### src/rtl/wdog_pkg.sv
package wdog_pkg;

    typedef enum logic [1:0] {
        ST_OFF   = 2'd0,
        ST_RUN   = 2'd1,
        ST_GRACE = 2'd2,
        ST_FIRE  = 2'd3
    } wd_state_e;

    localparam int unsigned DATA_W   = 11;
    localparam int unsigned PSEL_W   = 4;
    localparam int unsigned DSEL_W   = 2;

    localparam int unsigned B_KICK   = 0;
    localparam int unsigned B_FCLR   = 1;
    localparam int unsigned B_EN     = 2;
    localparam int unsigned B_RSTEN  = 3;
    localparam int unsigned B_IRQEN  = 4;
    localparam int unsigned B_PSEL   = 5;
    localparam int unsigned B_DSEL   = 9;

    typedef struct packed {
        logic              en;
        logic              rst_en;
        logic              irq_en;
        logic [PSEL_W-1:0] psel;
        logic [DSEL_W-1:0] dsel;
    } wd_cfg_t;

endpackage

### src/rtl/wdog_regs.sv
module wdog_regs
    import wdog_pkg::*;
#(
    parameter int unsigned PSEL_MAX  = 8,
    parameter int unsigned PSEL_RST  = 8,
    parameter int unsigned DSEL_RST  = 3
) (
    input  logic              clk,
    input  logic              rst_n,
    input  logic              wr_en,
    input  logic              reg_sel,
    input  logic [DATA_W-1:0] wdata,
    input  logic              tick,
    output wd_cfg_t           cfg,
    output logic              kick,
    output logic              flag,
    output logic [DATA_W-1:0] rdata
);

    wd_cfg_t           cfg_q;
    logic              unlock_q;
    logic              flag_q;
    logic              ctl_wr;
    logic              fclr;
    logic [PSEL_W-1:0] psel_in;

    always_comb begin
        ctl_wr  = wr_en && !reg_sel;
        kick    = ctl_wr && wdata[B_KICK];
        fclr    = ctl_wr && wdata[B_FCLR];
        psel_in = wdata[B_PSEL +: PSEL_W];
        if (psel_in > PSEL_W'(PSEL_MAX))
            psel_in = PSEL_W'(PSEL_MAX);
    end

    always_ff @(posedge clk or negedge rst_n) begin
        if (!rst_n) begin
            cfg_q.en     <= 1'b1;
            cfg_q.rst_en <= 1'b1;
            cfg_q.irq_en <= 1'b1;
            cfg_q.psel   <= PSEL_W'(PSEL_RST);
            cfg_q.dsel   <= DSEL_W'(DSEL_RST);
            unlock_q     <= 1'b0;
            flag_q       <= 1'b0;
        end else begin
            if (ctl_wr && unlock_q) begin
                cfg_q.en     <= wdata[B_EN];
                cfg_q.rst_en <= wdata[B_RSTEN];
                cfg_q.irq_en <= wdata[B_IRQEN];
                cfg_q.psel   <= psel_in;
                cfg_q.dsel   <= wdata[B_DSEL +: DSEL_W];
            end
            if (wr_en && reg_sel)
                unlock_q <= wdata[0];
            if (tick)
                flag_q <= 1'b1;
            else if (fclr)
                flag_q <= 1'b0;
        end
    end

    always_comb begin
        rdata = '0;
        if (reg_sel) begin
            rdata[0] = unlock_q;
        end else begin
            rdata[B_FCLR]               = flag_q;
            rdata[B_EN]                 = cfg_q.en;
            rdata[B_RSTEN]              = cfg_q.rst_en;
            rdata[B_IRQEN]              = cfg_q.irq_en;
            rdata[B_PSEL +: PSEL_W]     = cfg_q.psel;
            rdata[B_DSEL +: DSEL_W]     = cfg_q.dsel;
        end
    end

    assign cfg  = cfg_q;
    assign flag = flag_q;

    AST_LOCK_HOLD: assert property (@(posedge clk) disable iff (!rst_n)
        !unlock_q |=> $stable(cfg_q));
    AST_FLAG_STICKY: assert property (@(posedge clk) disable iff (!rst_n)
        (flag_q && !fclr) |=> flag_q);
    AST_PSEL_LEGAL: assert property (@(posedge clk) disable iff (!rst_n)
        ctl_wr && unlock_q |=> cfg_q.psel <= PSEL_W'(PSEL_MAX));

endmodule

### src/rtl/wdog_count.sv
module wdog_count
    import wdog_pkg::*;
#(
    parameter int unsigned CNT_W    = 20,
    parameter int unsigned TAP_BASE = 4,
    parameter int unsigned TAP_STEP = 2
) (
    input  logic              clk,
    input  logic              rst_n,
    input  logic              run,
    input  logic              clr,
    input  logic [PSEL_W-1:0] sel,
    output logic              tick
);

    logic [CNT_W-1:0] cnt_q;
    logic [CNT_W:0]   lim;
    logic             at_tap;

    always_comb begin
        lim    = {{CNT_W{1'b0}}, 1'b1} << (TAP_BASE + TAP_STEP * int'(sel));
        at_tap = ({1'b0, cnt_q} == (lim - 1'b1));
        tick   = run && !clr && at_tap;
    end

    always_ff @(posedge clk or negedge rst_n) begin
        if (!rst_n)
            cnt_q <= '0;
        else if (clr || tick)
            cnt_q <= '0;
        else if (run)
            cnt_q <= cnt_q + 1'b1;
    end

    AST_WRAP: assert property (@(posedge clk) disable iff (!rst_n)
        tick |=> cnt_q == '0);
    AST_CLR_ZERO: assert property (@(posedge clk) disable iff (!rst_n)
        clr |=> cnt_q == '0);

endmodule

### src/rtl/wdog_fsm.sv
module wdog_fsm
    import wdog_pkg::*;
#(
    parameter int unsigned DLY_A = 3,
    parameter int unsigned DLY_B = 18,
    parameter int unsigned DLY_C = 130,
    parameter int unsigned DLY_D = 1026
) (
    input  logic              clk,
    input  logic              rst_n,
    input  logic              en,
    input  logic              rst_en,
    input  logic [DSEL_W-1:0] dsel,
    input  logic              kick,
    input  logic              tick,
    output logic              run,
    output logic              rst_pulse
);

    localparam int unsigned DLY_W = $clog2(DLY_D);

    wd_state_e        st_q, st_d;
    logic [DLY_W-1:0] dly_q;
    logic             dly_load;

    function automatic logic [DLY_W-1:0] dly_init(input logic [DSEL_W-1:0] s);
        unique case (s)
            2'd0:    return DLY_W'(DLY_A - 1);
            2'd1:    return DLY_W'(DLY_B - 1);
            2'd2:    return DLY_W'(DLY_C - 1);
            default: return DLY_W'(DLY_D - 1);
        endcase
    endfunction

    always_ff @(posedge clk or negedge rst_n) begin
        if (!rst_n)
            st_q <= ST_RUN;
        else
            st_q <= st_d;
    end

    always_comb begin
        st_d = st_q;
        unique case (st_q)
            ST_OFF:   if (en) st_d = ST_RUN;
            ST_RUN: begin
                if (!en)                 st_d = ST_OFF;
                else if (tick && rst_en) st_d = ST_GRACE;
            end
            ST_GRACE: begin
                if (!en)                 st_d = ST_OFF;
                else if (kick)           st_d = ST_RUN;
                else if (dly_q == '0)    st_d = ST_FIRE;
            end
            ST_FIRE:  st_d = en ? ST_RUN : ST_OFF;
            default:  st_d = ST_OFF;
        endcase
    end

    always_comb begin
        run       = (st_q == ST_RUN);
        rst_pulse = (st_q == ST_FIRE);
        dly_load  = (st_q == ST_RUN) && tick && rst_en;
    end

    always_ff @(posedge clk or negedge rst_n) begin
        if (!rst_n)
            dly_q <= '0;
        else if (dly_load)
            dly_q <= dly_init(dsel);
        else if (st_q == ST_GRACE && dly_q != '0)
            dly_q <= dly_q - 1'b1;
    end

    AST_PULSE_SINGLE: assert property (@(posedge clk) disable iff (!rst_n)
        rst_pulse |=> !rst_pulse);
    AST_KICK_CANCEL: assert property (@(posedge clk) disable iff (!rst_n)
        (st_q == ST_GRACE && kick) |=> !rst_pulse);
    AST_OFF_QUIET: assert property (@(posedge clk) disable iff (!rst_n)
        (st_q == ST_OFF && !en) |=> !rst_pulse);
    AST_GRACE_CAUSE: assert property (@(posedge clk) disable iff (!rst_n)
        (st_q == ST_RUN && st_d == ST_GRACE) |-> (tick && rst_en));

endmodule

### src/rtl/wdog_timer.sv
module wdog_timer
    import wdog_pkg::*;
#(
    parameter int unsigned CNT_W    = 20,
    parameter int unsigned TAP_BASE = 4,
    parameter int unsigned TAP_STEP = 2,
    parameter int unsigned N_SEL    = 9,
    parameter int unsigned DLY_A    = 3,
    parameter int unsigned DLY_B    = 18,
    parameter int unsigned DLY_C    = 130,
    parameter int unsigned DLY_D    = 1026
) (
    input  logic              clk,
    input  logic              rst_n,
    input  logic              wr_en,
    input  logic              reg_sel,
    input  logic [DATA_W-1:0] wdata,
    output logic [DATA_W-1:0] rdata,
    output logic              irq,
    output logic              tmo_flag,
    output logic              rst_req
);

    localparam int unsigned PSEL_MAX = N_SEL - 1;

    wd_cfg_t cfg;
    logic    kick;
    logic    tick;
    logic    run;
    logic    flag;

    wdog_regs #(
        .PSEL_MAX (PSEL_MAX),
        .PSEL_RST (PSEL_MAX),
        .DSEL_RST (3)
    ) u_regs (
        .clk     (clk),
        .rst_n   (rst_n),
        .wr_en   (wr_en),
        .reg_sel (reg_sel),
        .wdata   (wdata),
        .tick    (tick),
        .cfg     (cfg),
        .kick    (kick),
        .flag    (flag),
        .rdata   (rdata)
    );

    wdog_count #(
        .CNT_W    (CNT_W),
        .TAP_BASE (TAP_BASE),
        .TAP_STEP (TAP_STEP)
    ) u_count (
        .clk   (clk),
        .rst_n (rst_n),
        .run   (run),
        .clr   (kick || !run),
        .sel   (cfg.psel),
        .tick  (tick)
    );

    wdog_fsm #(
        .DLY_A (DLY_A),
        .DLY_B (DLY_B),
        .DLY_C (DLY_C),
        .DLY_D (DLY_D)
    ) u_fsm (
        .clk       (clk),
        .rst_n     (rst_n),
        .en        (cfg.en),
        .rst_en    (cfg.rst_en),
        .dsel      (cfg.dsel),
        .kick      (kick),
        .tick      (tick),
        .run       (run),
        .rst_pulse (rst_req)
    );

    assign tmo_flag = flag;
    assign irq      = flag && cfg.irq_en;

    AST_IRQ_GATE: assert property (@(posedge clk) disable iff (!rst_n)
        irq |-> tmo_flag);
    AST_PULSE_AFTER_FLAG: assert property (@(posedge clk) disable iff (!rst_n)
        $rose(rst_req) |-> $past(tmo_flag) || $past(tick));

endmodule

### config.mk
export PLATFORM = sky130hd
export DESIGN_NAME = wdog_timer
export DESIGN_NICKNAME = d
export VERILOG_FILES = /design/src/rtl/wdog_pkg.sv /design/src/rtl/wdog_regs.sv /design/src/rtl/wdog_count.sv /design/src/rtl/wdog_fsm.sv /design/src/rtl/wdog_timer.sv
export SDC_FILE = /design/constraint.sdc
export NUM_CORES = 1
export LEC_CHECK = 0
export BUFFER_PORTS_ARGS = -buffer_cell sky130_fd_sc_hd__buf_2
export CORE_MARGIN = 2
export CORE_UTILIZATION = 54
export DETAILED_ROUTE_END_ITERATION = 16
export GPL_ROUTABILITY_DRIVEN = 1
export GPL_TIMING_DRIVEN = 0
export HOLD_SLACK_MARGIN = 0.05
export MAX_ROUTING_LAYER = met4
export PLACE_DENSITY_LB_ADDON = 0.12
export RECOVER_POWER = 25
export SLEW_MARGIN = 0
export SYNTH_ARGS = -nofsm -noshare
export SYNTH_HDL_FRONTEND = slang
export SYNTH_HIERARCHICAL = 1
export SYNTH_SLANG_ARGS = --single-unit
### constraint.sdc
create_clock -name clk -period 3.75 [get_ports clk]
set_clock_uncertainty 0.2 [all_clocks]
set_input_delay 0.375 -clock clk [delete_from_list [all_inputs] [get_ports clk]]
set_output_delay 0.375 -clock clk [all_outputs]
set_load 0.02 [all_outputs]
# After elaboration in Yosys (flattened, before gate mapping)

Cells that the tools add are included.
W data, S select, Z words.

Add/subtract/negate cells: 4
Magnitude comparators: 1
Equal/unequal tests: 9
Shifts and indexed selects: 1
Mux-type cells: 18
Reductions and logical operators: 25

Operator list:

| operator                | number |
|---|---|
| $mux W20                | 2 |
| $pmux W11 S3            | 1 |
| $shl A1 B32 Y21 const A | 1 |
| $mux W11                | 2 |
| $eq A20 B21 Y1          | 1 |
| $sub A21 B1 Y21 const B | 1 |
| $add A20 B1 Y20 const B | 1 |
| $logic_and A1 B1 Y1     | 12 |
| $mux W2                 | 6 |
| $logic_not A11 Y1       | 1 |
| $reduce_bool A11 Y1     | 1 |
| $sub A11 B1 Y11 const B | 1 |
| $mux W10                | 1 |
| $pmux W2 S4             | 1 |
| $add A3 B5 Y6 const A   | 1 |
| $eq A2 B2 Y1 const B    | 3 |
| $reduce_bool A2 Y1      | 3 |
| $eq A2 B1 Y1 const B    | 2 |
| $gt A4 B4 Y1 const B    | 1 |
| $logic_not A2 Y1        | 2 |
| $mux W1                 | 4 |
| $mux W4                 | 1 |
| $ne A4 B3 Y1 const B    | 1 |
| $logic_not A1 Y1        | 3 |
| other kinds (4)         | 5 |

Register bits after elaboration: 44
Input port bits: 15
Output and inout port bits: 14
Word-level logic and storage cells: 68

# Depth between registers and ports, before layout

Gate-level depths: netlist (run 1).

Depth after elaboration: 11
Gate-level depth with buffers: 15
Gate-level depth less buffers: 13

# Modules after synthesis

The synthesis (run 1) kept the hierarchy.

Modules (own cells, without submodules):

| module     | instances | cells an instance | area each (µm²) | sequential area each (µm²) |
|---|---|---|---|---|
| wdog_count | 1         | 195               | 1749.2          | 500.5 |
| wdog_fsm   | 1         | 71                | 748.2           | 326.6 |
| wdog_regs  | 1         | 41                | 535.5           | 282.8 |
| wdog_timer | 1         | 2                 | 12.5            | 0.0 |

# Worst setup path before layout (run 1)

Ideal clock, no wire load.

Path type: flip-flop to flip-flop
From: reg u_regs.cfg_q (netlist bit u_regs/cfg[4])
To: reg u_fsm.dly_q[0]
Library setup time: 0.133 ns
Data arrival time: 3.217 ns
Data required time: 3.417 ns
Slack: 0.201 ns
Stages on the path, launching flop included: 14
Path buffers: 1
Clock period less this slack: 3.549 ns
Path through: dfrtp_1 > ha_1 > clkbuf_1 > nor3b_1 > o21ai_1 > ha_1 > o21ai_0 > a211o_2 > mux2_2 > nor3_1 > and4_1 > nand3_1 > or3_1 > a21boi_1

Cells in the longest elaborated chain, start to end: 8

Ends and longest elaborated chain:

| element                                        | line             | text |
|---|---|---|
| start, declared                                | wdog_regs.sv:20  | `wd_cfg_t cfg_q;` |
| $add A3 B5 Y6 *                                | wdog_count.sv:21 | `lim = {{CNT_W{1'b0}}, 1'b1} << (TAP_BASE + TAP_STEP * int'(sel));` |
| $shl A1 B32 Y21 *                              | wdog_count.sv:21 |  |
| $sub A21 B1 Y21 *                              | wdog_count.sv:22 | `at_tap = ({1'b0, cnt_q} == (lim - 1'b1));` |
| $eq A20 B21 Y1 *                               | wdog_count.sv:22 |  |
| $logic_and A1 B1 Y1 *                          | wdog_count.sv:23 | `tick = run && !clr && at_tap;` |
| via tick                                       | wdog_timer.sv:28 | `logic tick;` |
| $logic_and A1 B1 Y1 * (2 in series)            | wdog_fsm.sv:63   | `dly_load = (st_q == ST_RUN) && tick && rst_en;` |
| $mux W11 or $reduce_bool A2 Y1 (tied branches) | -                |  |
| end signal, assigned                           | wdog_fsm.sv:70   | `dly_q <= dly_init(dsel);` |
| end signal, assigned                           | wdog_fsm.sv:72   | `dly_q <= dly_q - 1'b1;` |
| end, declared                                  | wdog_fsm.sv:23   | `logic [DLY_W-1:0] dly_q;` |

The timed path passes the listed nets; every way through them passes the cells marked *.
A chain may end at the register's enable or synchronous reset.

# Worst setup path after layout (run 1)

Ends and elaborated chain as after synthesis.

==> results_tabular.tex, run 1 <==
\begin{tabular}{lr}
\hline
Metric & Value \\
\hline
\multicolumn{2}{l}{\textbf{Detailed routing}} \\
\quad Number of remaining DRC errors & 0 \\
\quad Detailed-route vias per instance & 6.01 \\
\quad Initial DRC count & around 170 \\
\quad WL/cell & approximately 16 microns \\
\quad ANT nets after route & 0 \\
\quad Total wire length after detailed routing & 6.73 mm \\
\quad Routed via count & $\sim$2500 \\
\quad Detailed-routing iteration count for the pre-antenna-repair pass & 5 \\
\multicolumn{2}{l}{\textbf{Setup path}} \\
\quad Worst Path Max Fanout & 10 \\
\quad Ordered cell list for the critical path & ha\_1, clkbuf\_4, nor3b\_2, o21ai\_1, ha\_2, o21ai\_0, a211o\_2, mux2\_2, nor3\_1, and4\_4, nand3\_4, or3\_1, a21boi\_1 \\
\quad Category of the worst setup path capture point & flip-flop \\
\quad Worst endpoint required time & about 3.7 ns \\
\quad R2r startpoint & u\_regs/cfg[4] \\
\quad Largest stage delay on the critical path & around 0.41 ns \\
\quad Startpoint type of the worst setup path & flip-flop \\
\quad Setup Crit Path Kind & flip-flop to flip-flop \\
\quad Buffer and inverter count on the worst path & 1 \\
\quad Launching instance or port of the critical path & u\_regs/cfg[4] \\
\quad Slowest-stage cell, CP & sky130\_fd\_sc\_hd\_\_dfrtp\_2 \\
\quad Worst EP arrival & around 3.5 ns \\
\quad Dominant delay contributor by cell family on the critical path & simple AND/OR/NAND/NOR gates \\
\multicolumn{2}{l}{\textbf{Die}} \\
\quad I/O pin count & 29 \\
\quad Overall die area & between 6000 and 7000 sq um \\
\quad Core region area & 5470 sq um \\
\quad Die Wd & between 70 and 80 microns \\
\quad Die Y-Extent & 79.1 microns \\
\quad Initial cell density of the core & 0.556 \\
\quad Number of rows created at floorplan & 27 \\
\multicolumn{2}{l}{\textbf{Clock tree}} \\
\quad Root Buffer Master & sky130\_fd\_sc\_hd\_\_clkbuf\_8 \\
\quad Clk\_lat worst skew & 0.30 ns \\
\quad Clock input transition at the sequential cells of the worst setup and hold paths & $\sim$0.080 ns \\
\quad Clock tree buffer depth & 2 \\
\quad Sinks on the clock net & between 40 and 50 \\
\quad H-tree levels & 2 \\
\quad TritonCTS clock tree & built \\
\quad Total clock buffers created by CTS & 5 \\
\quad Number of hold buffers added after cts & 0 \\
\multicolumn{2}{l}{\textbf{Layout}} \\
\quad Register area & approximately 1100 sq um \\
\quad Post-synthesis to final-layout area growth & 12.2\% \\
\quad Multi-input gate area in the final layout & between 1500 and 2000 sq um \\
\quad Fraction of layout instances using a drive strength above 1 & 0.305 \\
\quad Number of nets in the layout & about 370 \\
\quad Final Instance Count excl. Fillers & 420 \\
\quad Fill cell instance count of the final layout & between 400 and 500 \\
\quad Ant. Diodes & 0 \\
\multicolumn{2}{l}{\textbf{Timing}} \\
\quad Final worst path period need & 3.55 ns \\
\quad Slew Limit Headroom & -0.577 \\
\quad Final max-slew violation count & 45 \\
\quad Worst-margin pin slew & between 2 and 2.5 ns \\
\quad Final-report hold violation count & 0 \\
\quad Worst setup slack after layout & $\sim$0.2 ns \\
\quad Setup TNS & 0 ns \\
\quad Part of the cycle the worst path needs & 0.946 \\
\quad Highest attainable clock frequency & about 0.28 GHz \\
\quad Final setup viols & 0 \\
\quad RSZ-0062 raised after global routing & false \\
\multicolumn{2}{l}{\textbf{Synthesis}} \\
\quad Synthesized instance count & 309 \\
\quad Area share of the largest cell type after synthesis & 0.304 \\
\quad Async set-or-reset flop fraction in the synthesized netlist & 1.00 \\
\quad Most instantiated library cell after synthesis & sky130\_fd\_sc\_hd\_\_dfrtp\_1 \\
\quad Number of nets produced by synthesis & between 300 and 400 \\
\quad Area of the mapped netlist & $\sim$3000 sq um \\
\quad Most used standard cells in the synthesized netlist & sky130\_fd\_sc\_hd\_\_dfrtp\_1 (37), sky130\_fd\_sc\_hd\_\_nand2\_1 (19), sky130\_fd\_sc\_hd\_\_xor2\_1 (17) \\
\quad Most instantiated flip-flop cell in the synthesis netlist & sky130\_fd\_sc\_hd\_\_dfrtp\_1 \\
\quad Distinct cells, synth & 66 \\
\quad Count of synthesis-stage warnings from yosys & 6 \\
\quad Biggest area consumer among synthesized cells & sky130\_fd\_sc\_hd\_\_dfrtp\_1 \\
\quad Number of enable flip-flop cells after synthesis & 0 \\
\quad Part of the Yosys area used for sequential elements & 0.364 \\
\quad Post-synthesis register bit count & 44 \\
\quad Ranking of synthesized cells by area & sky130\_fd\_sc\_hd\_\_dfrtp\_1 (30\%), sky130\_fd\_sc\_hd\_\_dfstp\_2 (6.0\%), sky130\_fd\_sc\_hd\_\_xor2\_1 (4.9\%) \\
\quad Mean Syn Cell Area & around 9.9 sq um \\
\multicolumn{2}{l}{\textbf{Flow run}} \\
\quad Total of max-cap violations & 1 \\
\multicolumn{2}{l}{\textbf{Pwr}} \\
\quad Clock Power Share & 0.223 \\
\quad Total power density per cell area & slightly above 400 nW/um\^{}2 \\
\quad Sequential Power Share & 0.415 \\
\quad Switch Pwr & roughly 0.0005 W \\
\quad Total power consumption of the routed design & roughly 0.0014 W \\
\quad Internal power of the cells & 0.000886 W \\
\quad Highest ir drop seen on vdd & just under 0.3 mV \\
\quad Static power due to leakage & 1.35 nW \\
\quad Relative contribution of combinational cells to total power & 0.362 \\
\quad Sw frac & 0.356 \\
\multicolumn{2}{l}{\textbf{Global route}} \\
\quad Number of antenna violations at the first check in global routing & 0 \\
\quad First-pass GRT wire length & between 10 and 15 mm \\
\quad Total congestion overflow after global routing & 0 \\
\quad Overall global routing resource usage & 0.234 \\
\quad Vias in the first global route & 2335 \\
\quad Largest net degree at the start of global routing & 45 \\
\multicolumn{2}{l}{\textbf{Placed design}} \\
\quad DP Wirelength & 4.91 mm \\
\quad Place WS & -0.462 ns \\
\quad Number of cells after detailed placement & around 410 \\
\quad Weighted congestion at the end of routability-driven global placement & around 0.90 \\
\quad Number of port buffers & 28 \\
\multicolumn{2}{l}{\textbf{Worst hold path}} \\
\quad Critical hold path startpoint & wdata[2] \\
\quad Path class of the lowest-slack min-delay path & primary input to flip-flop \\
\multicolumn{2}{l}{\textbf{Run status}} \\
\quad Run status & finished with violations \\
\quad Violated checks & max-capacitance violations, max-slew violations \\
\hline
\end{tabular}
-- layout make-up --
| cell class | count | share of cell area |
|---|---|---|
| multi-input cells | 239 | 0.529 |
| flip-flops and latches | 44 | 0.325 |
| repair buffers | 32 | 0.0495 |
| plain buffers | 16 | 0.0333 |
| well taps | 72 | 0.0264 |
| clock buffers | 6 | 0.0242 |
| inverters | 9 | 0.00989 |
| clock inverters | 2 | 0.00293 |
-- registers in the layout, indices dropped and copies added (netlist names) --
register         cells
u_count/cnt_q       20
u_fsm/st_q           2
u_regs/cfg           9
u_fsm/dly_q         11
u_regs/unlock_q      1
u_regs/flag          1
-- power groups by stage --
| stage | clock network, W | registers (W) | logic (W) |
|---|---|---|---|
| after global placement | 0 | 0.000584 | 0.000455 |
| after floorplan | 0 | 0.000569 | 0.000358 |
| after global routing | 0.000333 | 0.000577 | 0.000543 |
| after detailed placement | 0 | 0.000584 | 0.000463 |
| after CTS | 0.000321 | 0.000569 | 0.000488 |
| final | 0.000307 | 0.000570 | 0.000498 |
-- routing by layer --
| metal | vias up | share of wire | track usage |
|---|---|---|---|
| met2 | 66 | 0.46 | 0.349 |
| met3 | 13 | 0.047 | 0.0432 |
| met5 | - | 0 | - |
| li1 | 1220 | - | - |
| met1 | 1225 | 0.48 | 0.327 |
| met4 | 0 | 0.017 | 0.0690 |
-- worst paths after layout --
check                                   endpoint  slack (ns)  cells after the start
worst max-delay path              u_fsm/dly_q[0]        0.20                     13
worst min-delay path               u_regs/cfg[8]        0.11                      2
worst max register to register    u_fsm/dly_q[0]        0.20                     13
worst min register to register     u_fsm/st_q[0]        0.28                      1
max in group asynchronous          u_regs/cfg[4]        1.25                      1
min in group asynchronous       u_count/cnt_q[9]        0.59                      1
-- through the flow --
step	hold slack [ns]	util	area [sq um]
CTS	0.0679	0.622	3410
global placement	0.263	0.599	3280
floorplan	-0.121	-	3050
finish	0.106	0.624	3420
detailed placement	0.269	0.599	3280
global route	0.101	0.624	3420
-- kinds of logic after synthesis --
kind of cell	share of synthesized area
simple gates	0.244
compound gates	0.193
flops	0.364
xor+xnor	0.0834
buf+inv	0.0477
mux	0.0505
fa+ha+maj	0.0164
-- placed cells by master (no fill, tap or decap), types with 10 or more instances in the layout --
| cell | count |
|---|---|
| sky130_fd_sc_hd__xor2_1 | 17 |
| sky130_fd_sc_hd__a211oi_1 | 10 |
| sky130_fd_sc_hd__mux2_2 | 11 |
| sky130_fd_sc_hd__nand2_1 | 19 |
| sky130_fd_sc_hd__dfrtp_1 | 36 |
| sky130_fd_sc_hd__a211oi_2 | 10 |
| sky130_fd_sc_hd__buf_2 | 29 |
| sky130_fd_sc_hd__nor2_1 | 14 |
| sky130_fd_sc_hd__nor2b_1 | 16 |
| sky130_fd_sc_hd__xnor2_1 | 12 |
-- timing repair --
action,in CTS,in global routing
pin swaps,1,1
resized for setup,5,9
buffers inserted,4,0
setup endpoints to repair,33,26
gates cloned,0,0
Note: power is estimated with default switching activity, not from simulation.
==> inputs of run 2 (changes only) <==
- SYNTH_HIERARCHICAL: 1 -> unset
==> run 2 against run 1 <==
Net effect: the flow still finishes with violations (max-capacitance violations, max-slew violations); sequential power shrank 1%; register-to-register slack lost 0.09 ns; first-iteration DRC count shrank 35%; largest cell class unchanged.
==> results_tabular.tex, run 2 <==
\begin{tabular}{lr}
\hline
Metric & Value \\
\hline
\multicolumn{2}{l}{\textbf{Setup path}} \\
\quad Startpoint type of the worst setup path & flip-flop \\
\quad Ordered cell list for the critical path & ha\_4, buf\_8, nor3b\_4, buf\_4, a21boi\_0, nor4\_1, or4\_4, or4\_4, nor4\_4, buf\_4, mux2i\_1 \\
\quad Worst endpoint required time & approximately 3.8 ns \\
\quad Launching instance or port of the critical path & u\_regs.cfg[4] \\
\quad Largest stage delay on the critical path & between 0.5 and 0.6 ns \\
\quad Worst EP arrival & approximately 3.7 ns \\
\quad Worst Path Max Fanout & 5 \\
\quad R2r startpoint & u\_regs.cfg[4] \\
\quad Category of the worst setup path capture point & flip-flop \\
\quad Slowest-stage cell, CP & sky130\_fd\_sc\_hd\_\_or4\_4 \\
\quad Setup Crit Path Kind & flip-flop to flip-flop \\
\multicolumn{2}{l}{\textbf{Pwr}} \\
\quad Switch Pwr & slightly below 0.0005 W \\
\quad Total power density per cell area & a little over 400 nW/um\^{}2 \\
\quad Relative contribution of combinational cells to total power & 0.389 \\
\quad Internal power of the cells & approximately 0.00090 W \\
\quad Static power due to leakage & roughly 1.4 nW \\
\quad Sw frac & 0.355 \\
\quad Clock Power Share & 0.207 \\
\quad Sequential Power Share & 0.404 \\
\quad Highest ir drop seen on vdd & roughly 0.28 mV \\
\multicolumn{2}{l}{\textbf{Worst hold path}} \\
\quad Path class of the lowest-slack min-delay path & primary input to flip-flop \\
\quad Critical hold path startpoint & wdata[4] \\
\multicolumn{2}{l}{\textbf{Flow run}} \\
\quad Total of max-cap violations & 1 \\
\multicolumn{2}{l}{\textbf{Run status}} \\
\quad Run status & finished with violations \\
\quad Violated checks & max-capacitance violations, max-slew violations \\
\multicolumn{2}{l}{\textbf{Synthesis}} \\
\quad Area share of the largest cell type after synthesis & 0.320 \\
\quad Mean Syn Cell Area & about 9 sq um \\
\quad Biggest area consumer among synthesized cells & sky130\_fd\_sc\_hd\_\_dfrtp\_1 \\
\quad Area of the mapped netlist & a little under 3000 sq um \\
\quad Distinct cells, synth & 56 \\
\quad Most instantiated flip-flop cell in the synthesis netlist & sky130\_fd\_sc\_hd\_\_dfrtp\_1 \\
\quad Most used standard cells in the synthesized netlist & sky130\_fd\_sc\_hd\_\_dfrtp\_1 (37), sky130\_fd\_sc\_hd\_\_nor3\_1 (25), sky130\_fd\_sc\_hd\_\_nand2\_1 (19), sky130\_fd\_sc\_hd\_\_nor2\_1 (19), sky130\_fd\_sc\_hd\_\_xor2\_1 (17) \\
\quad Async set-or-reset flop fraction in the synthesized netlist & 1.00 \\
\quad Post-synthesis register bit count & 44 \\
\quad Ranking of synthesized cells by area & sky130\_fd\_sc\_hd\_\_dfrtp\_1 (32\%), sky130\_fd\_sc\_hd\_\_dfstp\_2 (6.4\%), sky130\_fd\_sc\_hd\_\_xor2\_1 (5.1\%) \\
\quad Number of nets produced by synthesis & around 340 \\
\quad Count of synthesis-stage warnings from yosys & 0 \\
\quad Most instantiated library cell after synthesis & sky130\_fd\_sc\_hd\_\_dfrtp\_1 \\
\quad Synthesized instance count & 317 \\
\quad Number of enable flip-flop cells after synthesis & 0 \\
\quad Part of the Yosys area used for sequential elements & 0.384 \\
\multicolumn{2}{l}{\textbf{Global route}} \\
\quad Vias in the first global route & between 2000 and 2500 \\
\quad Number of antenna violations at the first check in global routing & 0 \\
\quad First-pass GRT wire length & between 10 and 15 mm \\
\quad Total congestion overflow after global routing & 0 \\
\quad Overall global routing resource usage & 0.251 \\
\quad Largest net degree at the start of global routing & between 40 and 50 \\
\multicolumn{2}{l}{\textbf{Placed design}} \\
\quad Weighted congestion at the end of routability-driven global placement & around 0.93 \\
\quad Number of port buffers & 28 \\
\quad Number of cells after detailed placement & approximately 420 \\
\quad DP Wirelength & 4.81 mm \\
\multicolumn{2}{l}{\textbf{Detailed routing}} \\
\quad Initial DRC count & approximately 110 \\
\quad Total wire length after detailed routing & about 6.7 mm \\
\quad Detailed-route vias per instance & approximately 5.7 \\
\quad Routed via count & 2506 \\
\quad Detailed-routing iteration count for the pre-antenna-repair pass & 4 \\
\quad Number of remaining DRC errors & 0 \\
\quad ANT nets after route & 0 \\
\quad WL/cell & 15.5 microns \\
\multicolumn{2}{l}{\textbf{Timing}} \\
\quad Worst-margin pin slew & between 2 and 2.5 ns \\
\quad Smallest hold slack & roughly 0.11 ns \\
\quad Final setup viols & 0 \\
\quad Final worst path period need & 3.64 ns \\
\quad Part of the cycle the worst path needs & 0.970 \\
\quad Setup TNS & 0 ns \\
\quad Slew Limit Headroom & -0.567 \\
\quad Final-report hold violation count & 0 \\
\quad RSZ-0062 raised after global routing & false \\
\quad Highest attainable clock frequency & between 0.2 and 0.3 GHz \\
\quad Final max-slew violation count & between 40 and 50 \\
\multicolumn{2}{l}{\textbf{Clock tree}} \\
\quad Clk\_lat worst skew & roughly 0.30 ns \\
\quad Clock tree buffer depth & 2 \\
\quad H-tree levels & 2 \\
\quad Total clock buffers created by CTS & 5 \\
\quad Number of hold buffers added after cts & 0 \\
\quad TritonCTS clock tree & built \\
\quad Root Buffer Master & sky130\_fd\_sc\_hd\_\_clkbuf\_8 \\
\quad Sinks on the clock net & 44 \\
\quad Clock input transition at the sequential cells of the worst setup and hold paths & roughly 0.08 ns \\
\multicolumn{2}{l}{\textbf{Die}} \\
\quad Overall die area & about 6000 sq um \\
\quad Die Wd & 77.2 microns \\
\quad I/O pin count & 29 \\
\quad Die Y-Extent & $\sim$77 microns \\
\quad Initial cell density of the core & 0.563 \\
\quad Number of rows created at floorplan & 26 \\
\quad Core region area & 5140 sq um \\
\multicolumn{2}{l}{\textbf{Layout}} \\
\quad Post-synthesis to final-layout area growth & 16.9\% \\
\quad Util after Layout & 0.658 \\
\quad Largest reg by FF count & u\_count.cnt\_q \\
\quad Fill cell instance count of the final layout & between 400 and 500 \\
\quad Flip-flop count of the largest register, all copies and words added & 20 \\
\quad Number of nets in the layout & $\sim$380 \\
\quad Most common library cell in the layout ignoring fill and taps & sky130\_fd\_sc\_hd\_\_dfrtp\_1 \\
\quad Ant. Diodes & 0 \\
\quad Final Instance Count excl. Fillers & roughly 440 \\
\quad Fraction of layout instances using a drive strength above 1 & 0.240 \\
\quad Commonest cells after routing, fill and taps aside & sky130\_fd\_sc\_hd\_\_dfrtp\_1 (36), sky130\_fd\_sc\_hd\_\_buf\_2 (31), sky130\_fd\_sc\_hd\_\_nor3\_1 (25), sky130\_fd\_sc\_hd\_\_nand2\_1 (19), sky130\_fd\_sc\_hd\_\_nor2\_1 (19) \\
\hline
\end{tabular}
[run 2: through the flow]
step | power (W) | area [sq um] | setup WS (ns)
after global placement | 0.00102 | 3120 | -0.287
final | 0.00140 | 3380 | 0.113
after CTS | 0.00139 | 3370 | 0.0497
after global routing | 0.00148 | 3380 | 0.00494
after floorplan | 0.000909 | 2890 | 0.0582
after detailed placement | 0.00103 | 3120 | -0.298
[run 2: worst paths after layout]
| path | end | slack, ns | depth (start not counted) |
|---|---|---|---|
| setup / recovery | u_fsm.dly_q[4] | 0.11 | 11 |
| hold / removal | u_regs.cfg[6] | 0.11 | 2 |
| setup reg to reg | u_fsm.dly_q[4] | 0.11 | 11 |
| hold reg to reg | u_fsm.st_q[0] | 0.28 | 2 |
| max in group asynchronous | u_regs.cfg[4] | 1.26 | 1 |
| min in group asynchronous | u_count.cnt_q[7] | 0.59 | 1 |
[run 2: layer usage]
layer | track usage | wire, microns
met5 | - | 0
met3 | 0.0553 | 342
met2 | 0.377 | 3130
met4 | 0.0911 | 168
met1 | 0.336 | 3110
[run 2: layout make-up]
cell class / count / area [sq um] / share of cell area
clock inverter: 1 / 5.00 / 0.00148
multi-input combinational: 246 / 1720 / 0.509
buffer: 18 / 111 / 0.0329
inverter: 9 / 33.8 / 0.00999
timing repair buffer: 41 / 236 / 0.0699
clock buffer: 7 / 76.3 / 0.0226
tap: 70 / 87.6 / 0.0259
sequential: 44 / 1110 / 0.329
[run 2: worst max-delay path, delay by kind of cell (launching register included)]
family / cells / cell delay, ns
mux: 1 / 0.16
fa+ha+maj: 1 / 0.25
flops: 1 / 0.43
compound gates: 1 / 0.32
simple gates: 5 / 1.74
buf+inv: 3 / 0.45
[run 2: logic make-up (layout without fill, tap and decap cells)]
family	after synthesis	after routing	share of synthesized area
simple gates	144	144	0.287
compound gates	54	54	0.129
flops	44	44	0.384
xor+xnor	33	33	0.100
buf+inv	27	76	0.0411
mux	11	11	0.0415
fa+ha+maj	4	4	0.0173
[run 2: repair_timing]
| item | CTS | global route |
|---|---|---|
| buffers inserted | 11 | 1 |
| pin swaps | 7 | 2 |
| cloned | 1 | 0 |
| endpoints found under the setup margin | 34 | 12 |
| resized for setup | 21 | 0 |
[run 2: power groups by stage]
stage / clock network [W] / logic, W / registers [W]
6_report: 0.000289 / 0.000543 / 0.000564
5_1_grt: 0.000312 / 0.000596 / 0.000571
4_1_cts: 0.000294 / 0.000532 / 0.000563
3_5_place_dp: 0 / 0.000456 / 0.000574
3_3_place_gp: 0 / 0.000448 / 0.000573
2_1_floorplan: 0 / 0.000346 / 0.000563
